==> src/rtl/sds_bridge_pkg.sv <==
package sds_bridge_pkg;
  localparam int unsigned HOST_AW = 2;
  localparam int unsigned IDX_W   = 3;

  localparam logic [HOST_AW-1:0] OFS_CMD  = 2'd0;
  localparam logic [HOST_AW-1:0] OFS_ADDR = 2'd1;
  localparam logic [HOST_AW-1:0] OFS_DATA = 2'd2;

  localparam int unsigned CMD_RUN_BIT = 7;
  localparam int unsigned CMD_WR_BIT  = 6;
  localparam int unsigned CMD_OVR_BIT = 5;
endpackage

==> src/rtl/sds_host_regs.sv <==
module sds_host_regs
  import sds_bridge_pkg::*;
#(
  parameter int unsigned DATA_W = 16,
  parameter int unsigned SDS_AW = 16
) (
  input  logic               clk_i,
  input  logic               rst_ni,
  input  logic               hst_wr_i,
  input  logic [HOST_AW-1:0] hst_addr_i,
  input  logic [DATA_W-1:0]  hst_wdata_i,
  output logic [DATA_W-1:0]  hst_rdata_o,
  input  logic               busy_i,
  input  logic               rsp_vld_i,
  input  logic [DATA_W-1:0]  rsp_data_i,
  output logic               launch_o,
  output logic               cmd_wr_o,
  output logic [IDX_W-1:0]   cmd_idx_o,
  output logic [SDS_AW-1:0]  stg_addr_o,
  output logic [DATA_W-1:0]  stg_data_o
);
  logic              wr_q, ovr_q;
  logic [IDX_W-1:0]  idx_q;
  logic [SDS_AW-1:0] addr_q;
  logic [DATA_W-1:0] data_q;
  logic              cmd_we, cmd_acc;

  assign cmd_we   = hst_wr_i && (hst_addr_i == OFS_CMD);
  assign cmd_acc  = cmd_we && !busy_i;
  assign launch_o = cmd_acc && hst_wdata_i[CMD_RUN_BIT];

  always_ff @(posedge clk_i or negedge rst_ni) begin
    if (!rst_ni) begin
      wr_q  <= 1'b0;
      idx_q <= '0;
      ovr_q <= 1'b0;
    end else if (cmd_we && busy_i) begin
      ovr_q <= 1'b1;
    end else if (cmd_acc) begin
      wr_q  <= hst_wdata_i[CMD_WR_BIT];
      idx_q <= hst_wdata_i[IDX_W-1:0];
      if (hst_wdata_i[CMD_OVR_BIT]) ovr_q <= 1'b0;
    end
  end

  always_ff @(posedge clk_i or negedge rst_ni) begin
    if (!rst_ni) begin
      addr_q <= '0;
    end else if (hst_wr_i && (hst_addr_i == OFS_ADDR) && !busy_i) begin
      addr_q <= hst_wdata_i[SDS_AW-1:0];
    end
  end

  // response capture outranks host writes
  always_ff @(posedge clk_i or negedge rst_ni) begin
    if (!rst_ni) begin
      data_q <= '0;
    end else if (rsp_vld_i) begin
      data_q <= rsp_data_i;
    end else if (hst_wr_i && (hst_addr_i == OFS_DATA) && !busy_i) begin
      data_q <= hst_wdata_i;
    end
  end

  always_comb begin
    hst_rdata_o = '0;
    unique case (hst_addr_i)
      OFS_CMD: begin
        hst_rdata_o[CMD_RUN_BIT] = busy_i;
        hst_rdata_o[CMD_WR_BIT]  = wr_q;
        hst_rdata_o[CMD_OVR_BIT] = ovr_q;
        hst_rdata_o[IDX_W-1:0]   = idx_q;
      end
      OFS_ADDR: hst_rdata_o[SDS_AW-1:0] = addr_q;
      OFS_DATA: hst_rdata_o = data_q;
      default:  hst_rdata_o = '0;
    endcase
  end

  assign cmd_wr_o   = wr_q;
  assign cmd_idx_o  = idx_q;
  assign stg_addr_o = addr_q;
  assign stg_data_o = data_q;

  AST_OVR_STICKY: assert property (@(posedge clk_i) disable iff (!rst_ni)
    ovr_q && !(cmd_acc && hst_wdata_i[CMD_OVR_BIT]) |=> ovr_q);
  AST_BUSY_CMD_FROZEN: assert property (@(posedge clk_i) disable iff (!rst_ni)
    busy_i |=> $stable(idx_q) && $stable(wr_q));
  AST_BUSY_ADDR_HOLD: assert property (@(posedge clk_i) disable iff (!rst_ni)
    busy_i |=> $stable(addr_q));
  AST_BUSY_DATA_HOLD: assert property (@(posedge clk_i) disable iff (!rst_ni)
    busy_i && !rsp_vld_i |=> $stable(data_q));
endmodule

==> src/rtl/sds_xfer_ctrl.sv <==
module sds_xfer_ctrl
  import sds_bridge_pkg::*;
#(
  parameter int unsigned DATA_W      = 16,
  parameter int unsigned NUM_SDS     = 6,
  parameter int unsigned TIMEOUT_CYC = 64
) (
  input  logic              clk_i,
  input  logic              rst_ni,
  input  logic              launch_i,
  input  logic              wr_i,
  input  logic [IDX_W-1:0]  idx_i,
  input  logic              sds_ack_i,
  input  logic [DATA_W-1:0] sds_rdata_i,
  output logic              busy_o,
  output logic              sds_req_o,
  output logic              rsp_vld_o,
  output logic [DATA_W-1:0] rsp_data_o
);
  localparam int unsigned CNT_W   = $clog2(TIMEOUT_CYC + 1);
  localparam int unsigned MAX_IDX = (1 << IDX_W);

  logic             busy_q, present, timeout, done;
  logic [CNT_W-1:0] cnt_q;

  generate
    if (NUM_SDS >= MAX_IDX) begin : g_all_present
      assign present = 1'b1;
    end else begin : g_partial
      assign present = (32'(idx_i) < NUM_SDS);
    end
  endgenerate

  assign timeout = busy_q && present && !sds_ack_i &&
                   (cnt_q == CNT_W'(TIMEOUT_CYC - 1));
  assign done    = busy_q && (!present || sds_ack_i || timeout);

  always_ff @(posedge clk_i or negedge rst_ni) begin
    if (!rst_ni) begin
      busy_q <= 1'b0;
      cnt_q  <= '0;
    end else if (launch_i) begin
      busy_q <= 1'b1;
      cnt_q  <= '0;
    end else if (done) begin
      busy_q <= 1'b0;
    end else if (busy_q) begin
      cnt_q <= cnt_q + 1'b1;
    end
  end

  assign busy_o     = busy_q;
  assign sds_req_o  = busy_q && present;
  assign rsp_vld_o  = done && !wr_i;
  assign rsp_data_o = (present && sds_ack_i) ? sds_rdata_i : '1;

  AST_LAUNCH_IDLE: assert property (@(posedge clk_i) disable iff (!rst_ni)
    launch_i |-> !busy_q);
  AST_REQ_HOLD: assert property (@(posedge clk_i) disable iff (!rst_ni)
    sds_req_o && !sds_ack_i && !timeout |=> sds_req_o);
  AST_ACK_DROPS: assert property (@(posedge clk_i) disable iff (!rst_ni)
    sds_req_o && sds_ack_i |=> !busy_o && !sds_req_o);
  AST_ABSENT_ONE_CYCLE: assert property (@(posedge clk_i) disable iff (!rst_ni)
    busy_q && !present |=> !busy_o);
  AST_CNT_BOUND: assert property (@(posedge clk_i) disable iff (!rst_ni)
    cnt_q < CNT_W'(TIMEOUT_CYC));
endmodule

==> src/rtl/sds_ind_bridge.sv <==
module sds_ind_bridge
  import sds_bridge_pkg::*;
#(
  parameter int unsigned DATA_W      = 16,
  parameter int unsigned SDS_AW      = 16,
  parameter int unsigned NUM_SDS     = 6,
  parameter int unsigned TIMEOUT_CYC = 64
) (
  input  logic              clk_i,
  input  logic              rst_ni,
  input  logic              hst_wr_i,
  input  logic [1:0]        hst_addr_i,
  input  logic [DATA_W-1:0] hst_wdata_i,
  output logic [DATA_W-1:0] hst_rdata_o,
  output logic              sds_req_o,
  output logic              sds_we_o,
  output logic [2:0]        sds_sel_o,
  output logic [SDS_AW-1:0] sds_addr_o,
  output logic [DATA_W-1:0] sds_wdata_o,
  input  logic              sds_ack_i,
  input  logic [DATA_W-1:0] sds_rdata_i
);
  logic              busy, launch, rsp_vld, cmd_wr;
  logic [IDX_W-1:0]  cmd_idx;
  logic [DATA_W-1:0] rsp_data;

  sds_host_regs #(.DATA_W(DATA_W), .SDS_AW(SDS_AW)) u_regs (
    .clk_i, .rst_ni, .hst_wr_i, .hst_addr_i, .hst_wdata_i, .hst_rdata_o,
    .busy_i(busy), .rsp_vld_i(rsp_vld), .rsp_data_i(rsp_data),
    .launch_o(launch), .cmd_wr_o(cmd_wr), .cmd_idx_o(cmd_idx),
    .stg_addr_o(sds_addr_o), .stg_data_o(sds_wdata_o)
  );

  sds_xfer_ctrl #(.DATA_W(DATA_W), .NUM_SDS(NUM_SDS), .TIMEOUT_CYC(TIMEOUT_CYC)) u_ctrl (
    .clk_i, .rst_ni, .launch_i(launch), .wr_i(cmd_wr), .idx_i(cmd_idx),
    .sds_ack_i, .sds_rdata_i, .busy_o(busy), .sds_req_o,
    .rsp_vld_o(rsp_vld), .rsp_data_o(rsp_data)
  );

  assign sds_we_o  = cmd_wr;
  assign sds_sel_o = cmd_idx;

  AST_REQ_STABLE: assert property (@(posedge clk_i) disable iff (!rst_ni)
    sds_req_o && !sds_ack_i |=> !sds_req_o || ($stable(sds_addr_o) &&
    $stable(sds_sel_o) && $stable(sds_we_o) && $stable(sds_wdata_o)));
  AST_IDLE_NO_REQ: assert property (@(posedge clk_i) disable iff (!rst_ni)
    !hst_rdata_o[7] && hst_addr_i == OFS_CMD |-> !sds_req_o);
endmodule

==> config.mk <==
export PLATFORM = sky130hd
export DESIGN_NAME = sds_ind_bridge
export DESIGN_NICKNAME = d
export VERILOG_FILES = /design/src/rtl/sds_bridge_pkg.sv /design/src/rtl/sds_host_regs.sv /design/src/rtl/sds_xfer_ctrl.sv /design/src/rtl/sds_ind_bridge.sv
export SDC_FILE = /design/constraint.sdc
export NUM_CORES = 1
export LEC_CHECK = 0
export BUFFER_PORTS_ARGS = -buffer_cell sky130_fd_sc_hd__buf_2
export CORE_MARGIN = 1
export CORE_UTILIZATION = 39
export CTS_CLUSTER_DIAMETER = 100
export CTS_CLUSTER_SIZE = 12
export DETAILED_ROUTE_END_ITERATION = 8
export PLACE_DENSITY = 0.66
export SYNTH_ARGS = -nofsm -noshare
export SYNTH_HDL_FRONTEND = slang
export SYNTH_HIERARCHICAL = 1
export SYNTH_SLANG_ARGS = --single-unit
export TNS_END_PERCENT = 100
==> constraint.sdc <==
create_clock -name clk_i -period 2.75 [get_ports clk_i]
set_input_delay 0.275 -clock clk_i [delete_from_list [all_inputs] [get_ports clk_i]]
set_output_delay 0.275 -clock clk_i [all_outputs]
set_load 0.01 [all_outputs]
==> results by group, run 1 <==
Run status
  – Status: finished clean

Clock tree
  – Clock Sinks: 45
  – CTS max path bufs: 2
  – TritonCTS Buffers: 5
  – TritonCTS clock tree: built
  – PostCTS Resize Cnt: 0
  – H-tree depth: 2
  – Hold-fix buffers, CTS: 0
  – Setup bufs post-CTS: 0
  – Clk slew on worst S/H paths: 90 ps
  – CTS root buffer: clkbuf_8
  – Worst-Skew Late Latency: 300 ps

GRT
  – Total gr overflow: 0
  – Pin count of the biggest net entering global routing: 46
  – Total GRT Usage: 0.196
  – Number of global-route vias before repair: 1,880
  – First-pass GRT wire length: 9.52 mm
  – Initial antenna violation count: 0

Power
  – Sw Share: 0.321
  – Comb pwr share: 0.291
  – Clock share of power: 0.246
  – Leakage dissipation: 0.00145 uW
  – Peak supply drop: 0.324 mV
  – Seq pwr share: 0.462
  – Pint: 1390 uW
  – P_sw: 656 uW
  – Pwr Density: 681 mW/mm^2

Timing
  – Fmax: 0.427 GHz
  – Period minus WS final: 2340 ps
  – Final Hold Viols: 0
  – Setup TNS Final: 0 ps
  – Max Clock Skew: 6.03 ps
  – Final Setup Violations: 0
  – Worst Tran Pin Value: 987 ps
  – RSZ-0062 raised after global routing: no
  – Period utilisation layout: 0.851
  – Rel. slew slack: 0.342
  – Final Max Slew Viols: 0

Yosys
  – Cell variety after synth: 38
  – Post-synthesis xor/xnor area fraction: 0.00364
  – Synth Area in Simple Gates: 0.173
  – Largest family of logic cells by synthesized area: simple AND/OR/NAND/NOR gates
  – Main synth FF type: dfrtp_1
  – Post-synth net total: 248
  – Area contributors post-synth: dfrtp_1 47%, mux2_2 12%, nand2b_1 4.9%
  – Post-synth EDFFs: 0
  – Mux cell area share after synthesis: 0.130
  – Mapped cell area: 0.00241 mm^2
  – Post-Synth Adder-Cell Area: 0.0260
  – Synth Instances: 205
  – Synth top area share: 0.468
  – Seq cells post-synth: 45
  – Ys async rst share: 1.00
  – Synthesis warning total: 6
  – Seq/Total Area, Yosys: 0.468
  – Biggest area consumer among synthesized cells: dfrtp_1
  – Syn_area_per_cell: 11.7 um^2
  – Synth Area in Compound Gates: 0.166

Cells and area
  – ANT cells: 0
  – Core Util, Final: 0.507
  – Commonest non-fill, non-tap cell in the layout: buf_2
  – Synth-to-layout area growth: 24.6%
  – Nets@finish: 334
  – Share of cells above drive strength 1: 0.469
  – Most frequent cells in the layout: 90 x buf_2, 45 x dfrtp_1, 26 x mux2_2, 19 x nand2b_1, 13 x and2_1

Route
  – Final WL: 5.99 mm
  – Routed WL per cell: 16.3 um
  – DRC: 0
  – DR iter-0 viols: 97
  – Iteration count of the initial detailed-routing pass: 5
  – Metal1 wirelength: 2.64 mm
  – DR WL met3: 390 um
  – Top Metal Used: met4
  – Met2 WL: 2.88 mm
  – Antenna Nets Post-Route: 0
  – Via/cell ratio: 5.38
  – Via count: 1,976

Min path
  – Worst min path class: in -> async

Floorplanning
  – Initial Util: 0.406
  – Core area: 0.00592 mm^2
  – Die area: 0.00649 mm^2
  – Die Wd: 80.5 um
  – Cell Rows: 28
  – I/O pins: 91
  – Chip height: 80.5 um

Place
  – Gp weighted congestion: 0.759
  – I/O Buffers: 90
  – Post-DP HPWL: 4.29 mm

Setup path
  – Worst-path maximum fanout: 13
  – Crit. End Element: flip-flop
  – Critical path arrival: 2530 ps
  – WS Path Type: reg -> reg
  – Crit path required time: 2940 ps
  – Startpoint types: flip-flop

Flow run
  – Max-cap check violation count: 0
## through the flow
stage	total power, uW	setup slack [ps]	cells	hold WS [ps]	area [um^2]
floorplan	1280	800	205	-20.6	2410
global placement	1540	477	359	478	2880
detailed placement	1560	397	359	483	2880
CTS	2070	389	367	169	3000
global route	2170	250	367	199	3000
finish	2040	410	367	139	3000
## area by class of cell
cell class / instances / area [um^2]
timing repair buffer: 91 / 458
fill: 567 / 2920
tap: 75 / 93.8
sequential: 45 / 1130
clock buffer: 5 / 68.8
clock inverter: 3 / 46.3
multi-input combinational: 146 / 1200
inverter: 2 / 7.51
## routing by layer
| layer | vias up | GRT usage |
|---|---|---|
| met3 | 6 | 0.0409 |
| met2 | 72 | 0.324 |
| met1 | 971 | 0.259 |
| li1 | 927 | - |
| met4 | 0 | 0.0536 |
| met5 | - | 0 |
## flip-flops by register name, summed over array words and instances, names as in the netlist
name               cells
u_regs/stg_addr_o     16
u_regs/stg_data_o     16
u_ctrl/cnt_q           7
u_regs/cmd_idx_o       3
u_ctrl/busy_o          1
u_regs/cmd_wr_o        1
u_regs/ovr_q           1
## power groups by stage
stage               clock network, uW  registers, uW  logic [uW]
floorplan                           0            996         286
CTS                               522            945         604
detailed placement                  0            956         604
global placement                    0            954         586
global route                      552            968         654
finish                            503            945         596
## synthesized netlist by cell type, types with 4 or more instances
library cell	n
o21ai_0	4
a221o_1	10
dfrtp_1	45
a22oi_1	10
ha_1	5
and2_1	13
nor2_1	10
a21oi_1	4
mux2_2	26
nand3_1	4
nor2b_1	10
nand2b_1	19
a222oi_1	6
clkbuf_1	4
## worst max-delay path, stage by stage, from the launching register on
cell	delay [ps]
dfrtp_1	390
ha_1	210
nand4_2	170
o21ai_0	180
and3b_1	480
buf_4	230
mux2_2	320
mux2_2	260
## worst paths after layout
check / from / endpoint / slack (ps) / cells after the start
max: u_ctrl/cnt_q[0] / u_regs/stg_data_o[14] / 410 / 7
min: rst_ni / u_regs/stg_data_o[0] / 140 / 1
max reg2reg: u_ctrl/cnt_q[0] / u_regs/stg_data_o[14] / 410 / 7
min reg2reg: u_ctrl/cnt_q[5] / u_ctrl/cnt_q[6] / 500 / 1
max in group asynchronous: rst_ni / u_ctrl/cnt_q[2] / 2010 / 1
min in group clk_i: hst_wdata_i[15] / u_regs/stg_data_o[15] / 210 / 2
## logic make-up after synthesis
logic type,Yosys count
AO/OA/AOI/OAI,44
XOR/XNOR,1
adder cells (fa/ha/maj),5
buffers and inverters,14
flip-flops,45
multiplexers,28
AND/OR/NAND/NOR,68
(Power assumes the default switching activity.)
==> inputs of run 2 (changes only) <==
--- a/config.mk
+++ b/config.mk
@@ -7,11 +7,11 @@
 export LEC_CHECK = 0
 export BUFFER_PORTS_ARGS = -buffer_cell sky130_fd_sc_hd__buf_2
 export CORE_MARGIN = 1
-export CORE_UTILIZATION = 39
+export CORE_UTILIZATION = 44
 export CTS_CLUSTER_DIAMETER = 100
 export CTS_CLUSTER_SIZE = 12
 export DETAILED_ROUTE_END_ITERATION = 8
-export PLACE_DENSITY = 0.66
+export PLACE_DENSITY = 0.73
 export SYNTH_ARGS = -nofsm -noshare
 export SYNTH_HDL_FRONTEND = slang
 export SYNTH_HIERARCHICAL = 1
==> run 2 against run 1 <==
- clock skew increased by 6.3 ps
- critical endpoint is now u_regs/stg_data_o[4]
- die area decreased by 11%
- sequential power about the same
- largest cell class unchanged
- core utilization increased by 7.3 points
- maximum frequency increased by 4.1%
- largest power group unchanged
- count of clock-buffer cells in the layout increased by 1
- first-iteration DRC count increased by 70%
==> results by group, run 2 (same netlist as run 1, synthesis figures left out) <==
Run status
  – Status: finished clean (unchanged)

Cells and area
  – Commonest non-fill, non-tap cell in the layout: buf_2 (unchanged)
  – Most frequent cells in the layout: 90 x buf_2, 45 x dfrtp_1, 26 x mux2_2, 19 x nand2b_1, 13 x and2_1 (unchanged)
  – Non-Filler Instances: 362 (was 367)
  – Core Util, Final: 0.580 (was 0.507)
  – Nets@finish: 334 (unchanged)
  – ANT cells: 0 (unchanged)
  – Layout fillers: 469 (was 567)
  – Synth-to-layout area growth: 24.6% (about the same)
  – Share of cells above drive strength 1: 0.469 (unchanged)

Route
  – Via/cell ratio: 5.40 (was 5.38)
  – Via count: 1,954 (was 1,976)
  – DRC: 0 (unchanged)
  – Final WL: 5.95 mm (was 5.99 mm)
  – Iteration count of the initial detailed-routing pass: 4 (was 5)
  – DR iter-0 viols: 165 (was 97)
  – Antenna Nets Post-Route: 0 (unchanged)
  – Routed WL per cell: 16.4 um (was 16.3 um)

Floorplanning
  – Chip height: 76.0 um (was 80.5 um)
  – Die area: 0.00577 mm^2 (was 0.00649 mm^2)
  – Cell Rows: 26 (was 28)
  – Core area: 0.00517 mm^2 (was 0.00592 mm^2)
  – Die Wd: 76.0 um (was 80.5 um)
  – Initial Util: 0.465 (was 0.406)
  – I/O pins: 91 (unchanged)

Clock tree
  – Setup bufs post-CTS: 0 (unchanged)
  – PostCTS Resize Cnt: 0 (unchanged)
  – TritonCTS clock tree: built (unchanged)
  – CTS max path bufs: 2 (unchanged)
  – H-tree depth: 2 (unchanged)
  – Clock Sinks: 45 (unchanged)
  – Hold-fix buffers, CTS: 0 (unchanged)
  – TritonCTS Buffers: 5 (unchanged)
  – CTS root buffer: clkbuf_8 (unchanged)
  – Clk slew on worst S/H paths: 90 ps (about the same)
  – Worst-Skew Late Latency: 310 ps (was 300 ps)

Setup path
  – R2R depth: 7 (unchanged)
  – Max incr delay on CP: 400 ps (was 480 ps)
  – Crit path required time: 2940 ps (about the same)
  – CP most frequent cell: mux2_2 (unchanged)
  – R2r startpoint: u_ctrl/cnt_q[0] (unchanged)
  – WS Path Type: reg -> reg (unchanged)
  – CP Cell Sequence: ha_1 -> nand4_2 -> o21ai_0 -> and3b_1 -> buf_4 -> mux2_2 -> mux2_2 (unchanged)
  – Startpoint types: flip-flop (unchanged)
  – Crit. End Element: flip-flop (unchanged)
  – Worst-path maximum fanout: 10 (was 13)
  – FF-to-FF End: u_regs/stg_data_o[4] (was u_regs/stg_data_o[14])
  – Top delay family on crit path: multiplexers (was simple AND/OR/NAND/NOR gates)
  – R2R setup slack: 500 ps (was 410 ps)
  – Critical path arrival: 2440 ps (was 2530 ps)
  – CP Buf/Inv Count: 1 (unchanged)
  – Slowest CP cell: dfrtp_1 (was and3b_1)

Timing
  – Max Clock Skew: 12.3 ps (was 6.03 ps)
  – Final Max Slew Viols: 0 (unchanged)
  – Period utilisation layout: 0.817 (was 0.851)
  – Final worst slack: 503 ps (was 410 ps)
  – Period minus WS final: 2250 ps (was 2340 ps)
  – RSZ-0062 raised after global routing: no (unchanged)
  – Worst Tran Pin Value: 986 ps (was 987 ps)
  – Rel. slew slack: 0.343 (was 0.342)
  – Final Setup Violations: 0 (unchanged)
  – Setup TNS Final: 0 ps (unchanged)
  – Fmax: 0.445 GHz (was 0.427 GHz)
  – Final Hold Viols: 0 (unchanged)

GRT
  – Pin count of the biggest net entering global routing: 46 (unchanged)
  – Total gr overflow: 0 (unchanged)
  – Total GRT Usage: 0.214 (was 0.196)
  – Initial antenna violation count: 0 (unchanged)
  – First-pass GRT wire length: 9.54 mm (was 9.52 mm)
  – Number of global-route vias before repair: 1,844 (was 1,880)
  – Met1 Track Usage GR: 0.308 (was 0.259)
  – GR peak layer: met2 (unchanged)
  – Met3 usage: 0.0506 (was 0.0409)
  – Met2 usage in global routing: 0.323 (was 0.324)

Place
  – DP Cell Count: 354 (was 359)
  – Post-DP HPWL: 4.12 mm (was 4.29 mm)
  – I/O Buffers: 90 (unchanged)
  – Gp weighted congestion: 0.722 (was 0.759)
  – Worst slack, placed: 500 ps (was 397 ps)

Power
  – Peak supply drop: 0.433 mV (was 0.324 mV)
  – Final total power: 2060 uW (was 2040 uW)
  – Pwr Density: 688 mW/mm^2 (was 681 mW/mm^2)
  – P_sw: 653 uW (was 656 uW)
  – Leakage dissipation: 0.00146 uW (was 0.00145 uW)
  – Sw Share: 0.316 (was 0.321)
  – Comb pwr share: 0.287 (was 0.291)
  – Seq pwr share: 0.458 (was 0.462)
  – Clock share of power: 0.255 (was 0.246)
  – Pint: 1410 uW (was 1390 uW)

Flow run
  – Max-cap check violation count: 0 (unchanged)

Min path
  – Worst min path class: in -> async (unchanged)
==> run 2: worst max-delay path by stage <==
stage	startpoint	end	depth (start not counted)
finish	u_ctrl/cnt_q[0]	u_regs/stg_data_o[4]	7
global route	u_ctrl/cnt_q[0]	u_regs/stg_data_o[4]	7
CTS	u_ctrl/cnt_q[0]	u_regs/stg_data_o[4]	7
detailed placement	u_ctrl/cnt_q[0]	u_regs/stg_data_o[4]	7
global placement	u_ctrl/cnt_q[0]	u_regs/stg_data_o[10]	7
floorplan	u_ctrl/cnt_q[0]	u_regs/stg_data_o[0]	8
==> run 2: stage by stage <==
step / cell area [um^2] / hold WS, ps
2_1_floorplan: 2410 / -20.6
3_3_place_gp: 2880 / 476
3_5_place_dp: 2880 / 490
4_1_cts: 3000 / 170
5_1_grt: 3000 / 206
6_report: 3000 / 129
==> run 2: per-layer routing <==
metal,vias to the layer above,routed length (um)
met5,-,0
met4,0,62
met3,6,368
met2,71,2830
met1,947,2690
li1,930,-
==> run 2: final cells by class <==
type                            instances  area [um^2]  area share
Timing Repair Buffer                   91          458       0.153
Inverter                                2         7.51     0.00250
Sequential cell                        45         1130       0.376
Multi-Input combinational cell        146         1200       0.400
Clock buffer                            6         82.6      0.0275
Tap cell                               70         87.6      0.0292
Clock inverter                          2         37.5      0.0125
==> run 2: power by group through the flow <==
stage	sequential, uW	combinational [uW]	clock [uW]
after global routing	968	648	565
final	945	593	526
after floorplan	996	286	0
after CTS	943	599	531
after detailed placement	953	599	0
after global placement	950	584	0
==> run 2: worst reg2reg max path: cells and delay by family (launching register included) <==
kind | cells | cell delay [ps]
multiplexers | 2 | 590
AND/OR/NAND/NOR | 2 | 550
AO/OA/AOI/OAI | 1 | 160
adder cells (fa/ha/maj) | 1 | 220
flip-flops | 1 | 400
buffers and inverters | 1 | 230
==> inputs of run 3 (changes only) <==
--- a/config.mk
+++ b/config.mk
@@ -5,13 +5,14 @@
 export SDC_FILE = /design/constraint.sdc
 export NUM_CORES = 1
 export LEC_CHECK = 0
+export ABC_AREA = 1
 export BUFFER_PORTS_ARGS = -buffer_cell sky130_fd_sc_hd__buf_2
 export CORE_MARGIN = 1
 export CORE_UTILIZATION = 44
 export CTS_CLUSTER_DIAMETER = 100
 export CTS_CLUSTER_SIZE = 12
 export DETAILED_ROUTE_END_ITERATION = 8
-export PLACE_DENSITY = 0.73
+export PLACE_DENSITY = 0.75
 export SYNTH_ARGS = -nofsm -noshare
 export SYNTH_HDL_FRONTEND = slang
 export SYNTH_HIERARCHICAL = 1
==> constraint.sdc (replaced) <==
create_clock -name clk_i -period 1.9 [get_ports clk_i]
set_input_delay 0.19 -clock clk_i [delete_from_list [all_inputs] [get_ports clk_i]]
set_output_delay 0.19 -clock clk_i [all_outputs]
set_load 0.01 [all_outputs]
==> run 3 against run 2 <==
- final area increased by 12%
- synthesized cell count increased by 80%
- sequential power increased by 44%
- critical path depth increased by 3
- core utilization increased by 1.9 points
- clock skew decreased by 4.7 ps
- non-clock buffer count increased by 14
- via count increased by 34%
- count of clock-buffer cells in the layout increased by 1
- largest cell class unchanged
- highest routed layer unchanged
==> results by group, run 3 <==
Route
  – Via/cell ratio: 4.87 (was 5.40)
  – Routed WL per cell: 13.3 um (was 16.4 um)
  – DRC: 0 (unchanged)
  – DR iter-0 viols: 167 (was 165)
  – Final WL: 7.16 mm (was 5.95 mm)
  – Via count: 2,627 (was 1,954)
  – Iteration count of the initial detailed-routing pass: 4 (unchanged)
  – Antenna Nets Post-Route: 0 (unchanged)

GRT
  – First-pass GRT wire length: 11.2 mm (was 9.54 mm)
  – Total GRT Usage: 0.234 (was 0.214)
  – Total gr overflow: 0 (unchanged)
  – Number of global-route vias before repair: 2,462 (was 1,844)
  – Initial antenna violation count: 0 (unchanged)
  – Pin count of the biggest net entering global routing: 33 (was 46)

Setup path
  – CP endpoint: u_regs/stg_data_o[8] (was u_regs/stg_data_o[4])
  – Number of cells on the critical path: 10 (was 7)
  – R2R setup slack: 40 ps (was 500 ps)
  – R2R depth: 10 (was 7)
  – CP Cell Sequence: ha_2 -> inv_2 -> nor2_4 -> nand2_4 -> a211oi_4 -> buf_6 -> clkbuf_16 -> o21ai_0 -> nand2_1 -> nand2_1 (was ha_1 -> nand4_2 -> o21ai_0 -> and3b_1 -> buf_4 -> mux2_2 -> mux2_2)
  – R2r startpoint: u_ctrl/cnt_q[1] (was u_ctrl/cnt_q[0])
  – WS Path Type: reg -> reg (unchanged)
  – Max incr delay on CP: 400 ps (about the same)
  – CP most frequent cell: nand2_1 (was mux2_2)
  – Crit. End Element: flip-flop (unchanged)
  – FF-to-FF End: u_regs/stg_data_o[8] (was u_regs/stg_data_o[4])
  – Top delay family on crit path: compound AO/OA/AOI/OAI gates (was multiplexers)
  – Crit path required time: 2100 ps (was 2940 ps)
  – Critical path arrival: 2060 ps (was 2440 ps)
  – Startpoint types: flip-flop (unchanged)
  – CP Buf/Inv Count: 3 (was 1)
  – Crit path from: u_ctrl/cnt_q[1] (was u_ctrl/cnt_q[0])
  – Slowest CP cell: dfrtp_1 (unchanged)
  – Worst-path maximum fanout: 16 (was 10)

Floorplanning
  – Chip height: 78.9 um (was 76.0 um)
  – Cell Rows: 27 (was 26)
  – Die Wd: 78.9 um (was 76.0 um)
  – I/O pins: 91 (unchanged)
  – Core area: 0.00561 mm^2 (was 0.00517 mm^2)
  – Initial Util: 0.464 (was 0.465)
  – Die area: 0.00623 mm^2 (was 0.00577 mm^2)

Place
  – Worst slack, placed: 69.4 ps (was 500 ps)
  – Placed Area: 0.00317 mm^2 (was 0.00288 mm^2)
  – Post-DP HPWL: 5.04 mm (was 4.12 mm)
  – I/O Buffers: 90 (unchanged)
  – Gp weighted congestion: 0.845 (was 0.722)

Flow run
  – Max-cap check violation count: 0 (unchanged)

Timing
  – Final Setup Violations: 0 (unchanged)
  – Final Hold Viols: 0 (unchanged)
  – Max Clock Skew: 7.65 ps (was 12.3 ps)
  – Period utilisation layout: 0.977 (was 0.817)
  – Final Max Slew Viols: 0 (unchanged)
  – Setup TNS Final: 0 ps (unchanged)
  – Rel. slew slack: 0.647 (was 0.343)
  – Hold slack: 151 ps (was 129 ps)
  – Worst Tran Pin Value: 529 ps (was 986 ps)
  – Final worst slack: 43.1 ps (was 503 ps)
  – Fmax: 0.539 GHz (was 0.445 GHz)
  – Period minus WS final: 1860 ps (was 2250 ps)

Power
  – Final total power: 2920 uW (was 2060 uW)
  – Leakage dissipation: 0.00191 uW (was 0.00146 uW)
  – Pwr Density: 868 mW/mm^2 (was 688 mW/mm^2)
  – Peak supply drop: 0.363 mV (was 0.433 mV)

Yosys
  – Post-synth EDFFs: 0 (unchanged)
  – Synth top cells by count: 148 x nand2_1, 45 x dfrtp_1, 45 x inv_1, 36 x nand3_1, 36 x o21ai_0 (was 45 x dfrtp_1, 26 x mux2_2, 19 x nand2b_1, 13 x and2_1)
  – Syn_area_per_cell: 7.06 um^2 (was 11.7 um^2)
  – Count leader, synth: nand2_1 (was dfrtp_1)
  – Seq/Total Area, Yosys: 0.432 (was 0.468)
  – Post-synth net total: 412 (was 248)
  – Synth Instances: 369 (was 205)
  – Synth top area share: 0.432 (was 0.468)
  – Mapped cell area: 0.00260 mm^2 (was 0.00241 mm^2)
  – Ys async rst share: 1.00 (unchanged)
  – Area contributors post-synth: dfrtp_1 43%, nand2_1 21%, nand3_1 6.9% (was dfrtp_1 47%, mux2_2 12%, nand2b_1 4.9%)
  – Synthesis warning total: 6 (unchanged)
  – Main synth FF type: dfrtp_1 (unchanged)
  – Cell variety after synth: 23 (was 38)
  – Seq cells post-synth: 45 (unchanged)
  – Biggest area consumer among synthesized cells: dfrtp_1 (unchanged)

Clock tree
  – TritonCTS clock tree: built (unchanged)
  – Clock Sinks: 45 (unchanged)
  – TritonCTS Buffers: 5 (unchanged)
  – Clk slew on worst S/H paths: 90 ps (about the same)
  – CTS max path bufs: 2 (unchanged)
  – H-tree depth: 2 (unchanged)
  – CTS root buffer: clkbuf_8 (unchanged)
  – Worst-Skew Late Latency: 300 ps (was 310 ps)

Cells and area
  – Synth-to-layout area growth: 29.0% (was 24.6%)
  – ANT cells: 0 (unchanged)
  – Share of cells above drive strength 1: 0.276 (was 0.469)
  – Commonest non-fill, non-tap cell in the layout: nand2_1 (was buf_2)
  – Post-Layout Inst Area: 0.00336 mm^2 (was 0.00300 mm^2)
  – Most frequent cells in the layout: 148 x nand2_1, 90 x buf_2, 45 x inv_1, 45 x dfrtp_1 (was 90 x buf_2, 45 x dfrtp_1, 26 x mux2_2, 19 x nand2b_1, 13 x and2_1)
  – Nets@finish: 509 (was 334)

Min path
  – Cells on Worst Hold Path: 3
  – Worst min path class: in -> reg (was in -> async)

Run status
  – Status: finished clean (unchanged)
run 3: cell types whose count changed in the layout (fill, tap and decap cells not counted), sizes merged, moves of 6 or more:
cell / before / now
and2: 13 / 0
nor2b: 11 / 0
inv: 2 / 49
buf: 91 / 103
a222oi: 6 / 0
mux2: 26 / 0
nand2: 4 / 152
nand2b: 19 / 0
nand3: 4 / 39
o21ai: 4 / 36
a22oi: 10 / 0
a221o: 13 / 0
run 3: layout make-up:
cell class	count	area [um^2]
clock buffer	7	96.3
clock inverter	1	5.00
fill	546	2250
inverter	50	190
multi-input combinational	259	1240
sequential	45	1130
tap	72	90.1
timing repair buffer	105	612
run 3: worst reg2reg max path, delay by kind of cell, from the launching register on:
| kind | cells | cell delay (ps) |
|---|---|---|
| AOI/OAI and AO/OA | 2 | 410 |
| and+or+nand+nor | 4 | 380 |
| DFF | 1 | 400 |
| buffers and inverters | 3 | 360 |
| adders and majority gates | 1 | 210 |
run 3: timing repair:
item | CTS | global route
setup endpoints to repair | 0 | 16
gates resized for setup | 0 | 8
setup buffers | 0 | 3
endpoints found under the hold margin | 21 | 0
hold buffers | 1 | 0
run 3: power by group:
part           switching (uW)  internal, uW
combinational             511           393
sequential                195          1160
clock                     326           329
run 3: cell families (layout without fill, tap and decap cells):
family,Yosys count,after routing,share of synthesized area
and+or+nand+nor,204,204,0.342
buffers and inverters,65,163,0.100
AOI/OAI and AO/OA,47,47,0.0913
DFF,45,45,0.432
adders and majority gates,5,5,0.0240
xor gates and xnor gates,3,3,0.0101
run 3: how the worst min path moves through the flow:
stage | start | to
2_1_floorplan | rst_ni | u_ctrl/busy_o
3_3_place_gp | rst_ni | u_regs/cmd_idx_o[0]
3_5_place_dp | rst_ni | u_regs/stg_addr_o[0]
4_1_cts | hst_wdata_i[15] | u_regs/stg_addr_o[15]
5_1_grt | hst_wdata_i[15] | u_regs/stg_addr_o[15]
6_report | hst_wdata_i[15] | u_regs/stg_addr_o[15]
run 3: through the flow:
stage | utilization | cells
4_1_cts | 0.585 | 535
6_report | 0.599 | 539
3_3_place_gp | 0.565 | 526
2_1_floorplan | - | 369
5_1_grt | 0.599 | 539
3_5_place_dp | 0.565 | 526
run 3: metal layers:
layer  GRT usage  share of wire  wire length, um
met5           0              0                0
met4      0.0945          0.018              130
met3      0.0460          0.061              440
met2       0.395           0.49             3530
met1       0.293           0.43             3060
